`src/rtl/devsel_pkg.sv`:
```
package devsel_pkg;

  typedef enum logic [1:0] {
    TGT_NONE = 2'b00,
    TGT_PAGE = 2'b01,
    TGT_SEL  = 2'b10,
    TGT_RSVD = 2'b11
  } tgt_e;

  function automatic tgt_e decode_tgt(input logic [1:0] code);
    tgt_e t;
    case (code)
      2'b01:   t = TGT_PAGE;
      2'b10:   t = TGT_SEL;
      default: t = TGT_NONE;
    endcase
    return t;
  endfunction

endpackage

```
`src/rtl/devsel_target.sv`:
```
module devsel_target
  import devsel_pkg::*;
(
  input  logic clk,
  input  logic rst_n,
  input  logic soft_rst,
  input  logic tgt_strobe,
  input  logic [1:0] tgt_code,
  output tgt_e tgt_q
);

  always_ff @(posedge clk or negedge rst_n) begin
    if (!rst_n)          tgt_q <= TGT_NONE;
    else if (soft_rst)   tgt_q <= TGT_NONE;
    else if (tgt_strobe) tgt_q <= decode_tgt(tgt_code);
  end

endmodule

```
`src/rtl/devsel_match.sv`:
```
module devsel_match #(
  parameter int W = 16
) (
  input  logic [W-1:0] pa_q,
  input  logic [W-1:0] ds_q,
  output logic         bcast,
  output logic         direct,
  output logic         selected,
  output logic         rd_enable
);

  localparam logic [W-1:0] ALL_ONES = {W{1'b1}};

  function automatic logic is_all_ones(input logic [W-1:0] v);
    return v == ALL_ONES;
  endfunction

  always_comb begin
    bcast     = is_all_ones(ds_q);
    direct    = (ds_q == pa_q);
    selected  = bcast | direct;
    rd_enable = direct;
  end

endmodule

```
`src/rtl/devsel_regs.sv`:
```
module devsel_regs
  import devsel_pkg::*;
#(
  parameter int W = 16
) (
  input  logic         clk,
  input  logic         rst_n,
  input  tgt_e         tgt_q,
  input  logic         wr_strobe,
  input  logic [W-1:0] wr_data,
  input  logic         selected,
  output logic [W-1:0] pa_q,
  output logic [W-1:0] ds_q,
  output logic         pa_load,
  output logic         ds_load,
  output logic         pa_bad_wr,
  output logic         pa_reject
);

  localparam logic [W-1:0] ALL_ONES = {W{1'b1}};

  logic pa_wr_req;

  always_comb begin
    pa_wr_req = wr_strobe && (tgt_q == TGT_PAGE) && selected;
    pa_bad_wr = pa_wr_req && (wr_data == ALL_ONES);
    pa_load   = pa_wr_req && !pa_bad_wr;
    ds_load   = wr_strobe && (tgt_q == TGT_SEL);
  end

  always_ff @(posedge clk or negedge rst_n) begin
    if (!rst_n) begin
      pa_q      <= '0;
      ds_q      <= '0;
      pa_reject <= 1'b0;
    end else begin
      if (pa_load) pa_q <= wr_data;
      if (ds_load) ds_q <= wr_data;
      pa_reject <= pa_bad_wr;
    end
  end

endmodule

```
`src/rtl/devsel_readout.sv`:
```
module devsel_readout
  import devsel_pkg::*;
#(
  parameter int W = 16
) (
  input  logic         clk,
  input  logic         rst_n,
  input  logic         rd_strobe,
  input  logic         rd_enable,
  input  tgt_e         tgt_q,
  input  logic [W-1:0] pa_q,
  input  logic [W-1:0] ds_q,
  output logic         rd_fire,
  output logic         rd_valid,
  output logic [W-1:0] rd_data
);

  logic [W-1:0] mux_val;

  always_comb begin
    rd_fire = rd_strobe && rd_enable;
    case (tgt_q)
      TGT_PAGE: mux_val = pa_q;
      TGT_SEL:  mux_val = ds_q;
      default:  mux_val = '0;
    endcase
  end

  always_ff @(posedge clk or negedge rst_n) begin
    if (!rst_n) begin
      rd_valid <= 1'b0;
      rd_data  <= '0;
    end else begin
      rd_valid <= rd_fire;
      rd_data  <= rd_fire ? mux_val : '0;
    end
  end

endmodule

```
`src/rtl/devsel_unit.sv`:
```
module devsel_unit
  import devsel_pkg::*;
#(
  parameter int W = 16
) (
  input  logic         clk,
  input  logic         rst_n,
  input  logic         soft_rst,
  input  logic         tgt_strobe,
  input  logic [1:0]   tgt_code,
  input  logic         wr_strobe,
  input  logic [W-1:0] wr_data,
  input  logic         rd_strobe,
  output logic         rd_valid,
  output logic [W-1:0] rd_data,
  output logic         selected,
  output logic         rd_enable,
  output logic         pa_reject
);

  tgt_e         tgt_q;
  logic [W-1:0] pa_q;
  logic [W-1:0] ds_q;
  logic         bcast;
  logic         direct;
  logic         pa_load;
  logic         ds_load;
  logic         pa_bad_wr;
  logic         rd_fire;

  devsel_target u_target (
    .clk        (clk),
    .rst_n      (rst_n),
    .soft_rst   (soft_rst),
    .tgt_strobe (tgt_strobe),
    .tgt_code   (tgt_code),
    .tgt_q      (tgt_q)
  );

  devsel_match #(.W(W)) u_match (
    .pa_q      (pa_q),
    .ds_q      (ds_q),
    .bcast     (bcast),
    .direct    (direct),
    .selected  (selected),
    .rd_enable (rd_enable)
  );

  devsel_regs #(.W(W)) u_regs (
    .clk       (clk),
    .rst_n     (rst_n),
    .tgt_q     (tgt_q),
    .wr_strobe (wr_strobe),
    .wr_data   (wr_data),
    .selected  (selected),
    .pa_q      (pa_q),
    .ds_q      (ds_q),
    .pa_load   (pa_load),
    .ds_load   (ds_load),
    .pa_bad_wr (pa_bad_wr),
    .pa_reject (pa_reject)
  );

  devsel_readout #(.W(W)) u_readout (
    .clk       (clk),
    .rst_n     (rst_n),
    .rd_strobe (rd_strobe),
    .rd_enable (rd_enable),
    .tgt_q     (tgt_q),
    .pa_q      (pa_q),
    .ds_q      (ds_q),
    .rd_fire   (rd_fire),
    .rd_valid  (rd_valid),
    .rd_data   (rd_data)
  );

endmodule

```
`config.mk`:
```
export PLATFORM = sky130hd
export DESIGN_NAME = devsel_unit
export DESIGN_NICKNAME = d
export VERILOG_FILES = /design/src/rtl/devsel_pkg.sv /design/src/rtl/devsel_target.sv /design/src/rtl/devsel_match.sv /design/src/rtl/devsel_regs.sv /design/src/rtl/devsel_readout.sv /design/src/rtl/devsel_unit.sv
export SDC_FILE = /design/constraint.sdc
export NUM_CORES = 1
export LEC_CHECK = 0
export BUFFER_PORTS_ARGS = -buffer_cell sky130_fd_sc_hd__buf_2
export CAP_MARGIN = 10
export CORE_MARGIN = 2
export CORE_UTILIZATION = 47
export CTS_CLUSTER_SIZE = 24
export DETAILED_ROUTE_END_ITERATION = 6
export GPL_TIMING_DRIVEN = 0
export PLACE_DENSITY = 0.72
export SLEW_MARGIN = 25
export SYNTH_ARGS = -nofsm -noshare
export SYNTH_HDL_FRONTEND = slang
export SYNTH_SLANG_ARGS = --single-unit
```
`constraint.sdc`:
```
create_clock -name clk -period 6.35 [get_ports clk]
set_clock_uncertainty 0.15 [all_clocks]
set_input_delay 0.9525 -clock clk [delete_from_list [all_inputs] [get_ports clk]]
set_output_delay 0.9525 -clock clk [all_outputs]
set_load 0.05 [all_outputs]
```
; ---- Word level (Yosys, flattened, before mapping)
; Index checks and enable logic that the tools add are counted.
[word_totals]
reg_bits = 52
input_bits = 24
output_inout_bits = 20
elab_cells = 27
[classes]
n_eq_ne = 7
n_mux = 5
bitwise = 1
reduce_logical = 8
[ops]
columns = op, n
row1 = == test 16 bit (second input constant), 2
row2 = case mux 16 bit (2 select lines), 1
row3 = == test 16 bit, 1
row4 = 2-to-1 mux 16 bit, 1
row5 = logical AND 1 bit, 6
row6 = == test 2 x 1 -> 1 bit (second input constant), 2
row7 = == test 2 bit (second input constant), 2
row8 = 2-to-1 mux 2 bit, 2
row9 = case mux 2 bit (2 select lines), 1
row10 = nonzero test 2 bit, 1
row11 = logical NOT 1 bit, 1
row12 = OR 1 bit, 1

; ---- Depth between registers and ports, before layout
[depth]
word_depth = 6
mapped_depth = 7
mapped_depth_nobuf = 5

; ---- Modules after synthesis
; Synthesis repeated with hierarchy kept, for this count alone.
[hier_totals]
cells_unflattened = 174
hier_area_um2 = 2382.3
[modules_own_cells]
columns = mod, n_inst, cells_per_inst, area_each_um2, seq_area_each_um2
row1 = devsel_regs, 1, 78, 1291.2, 825.8
row2 = devsel_readout, 1, 60, 780.7, 425.4
row3 = devsel_match, 1, 28, 222.7, 0.0
row4 = devsel_target, 1, 8, 87.6, 50.0

; ---- Least setup slack after synthesis
; OpenSTA, ideal clock, no wires.
[synth_path]
kind = reg2out
startpoint = register u_regs.ds_q[3]
endpoint = output selected
t_arrival_ps = 1990
required_time_ps = 5247
path_slack_ps = 3257
stages_incl_launch_ff = 5
n_path_buf = 0
path_cell_list = dfrtp_1 > xnor2_1 > nand4_1 > nor4_4 > nand2b_1
[synth_via]
elab_chain_len = 2
word_cells_on_any_way = 3
classes_between = eq/ne: 2 / bitwise: 1
[synth_rtl]
columns = item, line_no
row1 = from (decl), devsel_regs.sv:13  ; output logic [W-1:0] ds_q,
row2 = from (signal assigned), devsel_regs.sv:38  ; if (ds_load) ds_q <= wr_data;
row3 = == test 16 bit, devsel_match.sv:20  ; direct = (ds_q == pa_q);
row4 = via rd_enable, devsel_unit.sv:17  ; output logic rd_enable,
row5 = OR 1 bit, devsel_match.sv:21  ; selected = bcast | direct;
row6 = to (decl), devsel_unit.sv:16  ; output logic selected,
; The timed path passes the listed nets, and every way through them passes these cells.

; ---- Worst setup path in the final report
[layout_path]
startpoint = register u_regs.ds_q[3]
endpoint = output selected
[layout_via]
elab_chain_len = 2
word_cells_on_any_way = 3
classes_between = eq/ne: 2 / bitwise: 1
[layout_rtl]
columns = item, line_no
row1 = == test 16 bit (on tied branches), "devsel_match.sv:15, devsel_match.sv:20"
row2 = OR 1 bit (*), devsel_match.sv:21
; Every way passes the cells marked *; elsewhere a longest branch is shown, timed or not.

==> summary.md <==
| Metric | Value |
|---|---|
| Pins over their slew limit | `0` |
| DR vias/cell | `5.49` |
| Nets | `about 250` |
| Synth cell types | `22` |
| Sequential share of power | `between 50 and 60%` |
| Routability cong. | `0.797` |
| Global-route wire length before repair | `7690 um` |
| Non-filler instance count after layout | `277` |
| Max VDD drop | `155 uV` |
| N_diodes | `0` |
| Post-CTS sizing | `0` |
| CTS sink count | `between 50 and 60` |
| Syn Inst Count | `173` |
| Internal Power | `just under 0.6 mW` |
| Hold slack | `about 0.40 ns` |
| Initial antenna violation count | `0` |
| Mean Syn Cell Area | `approximately 13 sq um` |
| Pwr dens | `292 mW/mm^2` |
| Sw Share | `25.0%` |
| CTS tree | `yes` |
| IO Pins | `44` |
| Tcrit/Tclk final | `49.0%` |
| CP Launch Type | `register` |
| Die ar. | `0.00536 sq mm` |
| Worst Path Arrival | `2.01 ns` |
| Pre-CTS setup slack | `3.50 ns` |
| Gate power share | `13.8%` |
| Number of port buffers | `43` |
| Max_slew headroom | `between 50% and 60%` |
| Seq cells post-synth | `52` |
| # H-tree levels | `2` |
| Final TNS setup | `0 ns` |
| Met2 usage | `between 30% and 40%` |
| Synth area leader | `dfrtp_1` |
| Core area | `0.00466 sq mm` |
| Area of the multi-input gates | `898 sq um` |
| Die W | `73.2 um` |
| Overall routing resource usage | `19.4%` |
| Final Hold Vio Count | `0` |
| Synthesized net count | `199` |
| Met3 Use GR | `approximately 2.9%` |
| Req. time, crit path | `between 5 and 6 ns` |
| Setup ws final | `3.24 ns` |
| Seq/Total Area, Yosys | `57.8%` |
| Worst min path class | `reg -> reg` |
| Routed wire length | `~4600 um` |
| GR Overflow Total | `0` |
| Status | `complete, no violations` |
| Part of the power in the clock network | `33.5%` |
| CTS Buf Count | `5` |
| CTS Root Cell | `clkbuf_8` |
| Area grow syn2layout | `18.4%` |
| Largest net degree at the start of global routing | `53` |
| Slew @ Worst Pin | `0.658 ns` |
| Share of cells above drive strength 1 | `between 30% and 40%` |
| Antenna-violating nets left | `0` |
| Clk pin slew, worst setup/hold paths | `around 0.090 ns` |
| RSZ-0062 raised after global routing | `no` |
| DP Cell Count | `270` |
| GRT met1 Usage | `between 20% and 30%` |
| Max Clk Rate | `~0.32 GHz` |
| DR DRC count | `0` |
| Post-Syn Area | `0.00225 sq mm` |
| Initial Util | `48.3%` |
| Register Area | `0.00130 sq mm` |
| Cells on worst reg2reg path | `7` |
| Post-synth top area share | `between 50% and 60%` |
| Leakage | `1.25 nW` |
| Number of DRC markers in iteration 0 | `72` |
| WL per Instance | `16.6 um` |
| Die height | `about 73 um` |
| Final setup vio count | `0` |
| Max Cap Viol | `0` |
| GR peak layer | `met2` |
| CP max FO | `6` |
| CTS Hold Bufs | `0` |
| Setup crit end kind | `output port` |
| Worst setup path class | `reg -> out` |
| Fill count | `394` |
| # rows | `25` |
| DRT Pass-1 Iters | `4` |
| Post-DP HPWL | `3270 um` |
| Net switching power | `just under 0.2 mW` |
| Dominant cells by area after synthesis | `dfrtp_1 (58%), mux2_2 (11%), xnor2_1 (6.2%)` |
| Final Total Pwr | `0.779 mW` |
| Clock Tree Buf Depth | `2` |
| Worst-skew pair later-pin latency | `between 0.3 and 0.4 ns` |
| Number of global-route vias before repair | `1597` |
| Tmin final | `3.11 ns` |
| Yosys warnings | `0` |
| Worst Hold Path Cells | `1` |
| Via count | `1520` |
| Buffer count from post-CTS setup fixing | `0` |
-- registers in the layout, summed over array words and instances (netlist names) --
signal,flops
u_regs.ds_q,16
u_readout.rd_data,16
u_regs.pa_q,16
u_regs.pa_reject,1
u_target.tgt_q,2
u_readout.rd_valid,1
-- power groups by stage --
stage               Sequential, mW  Combinational (mW)  Clock [mW]
floorplan                    0.407              0.0787           0
global placement             0.416               0.106           0
detailed placement           0.417               0.109           0
CTS                          0.410               0.109       0.265
global route                 0.418               0.120       0.274
finish                       0.411               0.107       0.261
-- routing by layer --
| layer | share of wire, % | up-vias |
|---|---|---|
| met5 | 0 | - |
| met4 | 2.2 | 0 |
| met3 | 3.2 | 9 |
| met2 | 48 | 34 |
| met1 | 46 | 756 |
| li1 | - | 721 |
-- kinds of logic (layout without fill, tap and decap cells) --
kind of cell | after synthesis | in the layout | synth area share [%]
AO/OA/AOI/OAI | 21 | 21 | 7.00
buffers and inverters | 11 | 61 | 2.33
flip-flops | 52 | 52 | 57.8
multiplexers | 31 | 31 | 15.5
XOR/XNOR | 16 | 16 | 6.22
adder cells (fa/ha/maj) | 2 | 2 | 1.11
AND/OR/NAND/NOR | 40 | 40 | 10.1
-- critical path: stages (launching register included) --
cell and delay (ns):
dfrtp_1 0.43, xnor2_1 0.19, nand4_1 0.19, nor4_4 0.45, nand2b_1 0.17, buf_2 0.26
-- layout by cell type (no fill, tap or decap), types with 3 or more instances in the layout --
| cell type | netlist | final |
|---|---|---|
| a22oi_1 | 16 | 16 |
| buf_2 | 0 | 42 |
| clkbuf_1 | 6 | 6 |
| clkbuf_8 | 0 | 5 |
| dfrtp_1 | 52 | 52 |
| inv_1 | 3 | 3 |
| mux2_1 | 9 | 9 |
| mux2_2 | 22 | 22 |
| nand2b_1 | 3 | 3 |
| nand3b_1 | 3 | 3 |
| nand4_1 | 12 | 12 |
| nor2_1 | 17 | 17 |
| xnor2_1 | 16 | 16 |
-- cells in the mapped netlist, drive strengths merged --
cell type,n
and2,1
inv,3
nor2,17
or4,2
o211ai,1
nand2,1
o2111a,1
o22a,1
a22oi,16
dfrtp,52
clkbuf,6
nand2b,3
a21oi,2
buf,2
ha,2
nand4,12
mux2,31
nor4,1
nand3b,3
xnor2,16
-- final timing paths --
kind	start	endpoint	slack, ns
hold reg to reg	u_regs.pa_q[6]	u_regs.pa_q[6]	0.40
min in group asynchronous	rst_n	u_readout.rd_data[13]	0.50
max in group asynchronous	rst_n	u_regs.ds_q[10]	5.09
setup reg to reg	u_regs.ds_q[3]	u_regs.pa_q[2]	3.88
hold / removal	u_regs.pa_q[6]	u_regs.pa_q[6]	0.40
setup / recovery	u_regs.ds_q[3]	selected	3.24
-- area by class of cell --
| type | instances | area share (%) |
|---|---|---|
| clock inverters | 2 | 2.25 |
| inverters | 3 | 0.422 |
| well taps | 54 | 2.53 |
| clock buffers | 5 | 2.58 |
| plain buffers | 8 | 1.55 |
| flip-flops and latches | 52 | 48.8 |
| repair buffers | 43 | 8.17 |
| multi-input cells | 110 | 33.7 |
-- metrics by stage --
| stage | utilization, % | instance area (sq um) |
|---|---|---|
| detailed placement | 54.4 | 2540 |
| floorplan | - | 2250 |
| global placement | 54.4 | 2530 |
| global route | 57.2 | 2670 |
| finish | 57.2 | 2670 |
| CTS | 57.2 | 2670 |
Power figures use the tool's default switching activity.
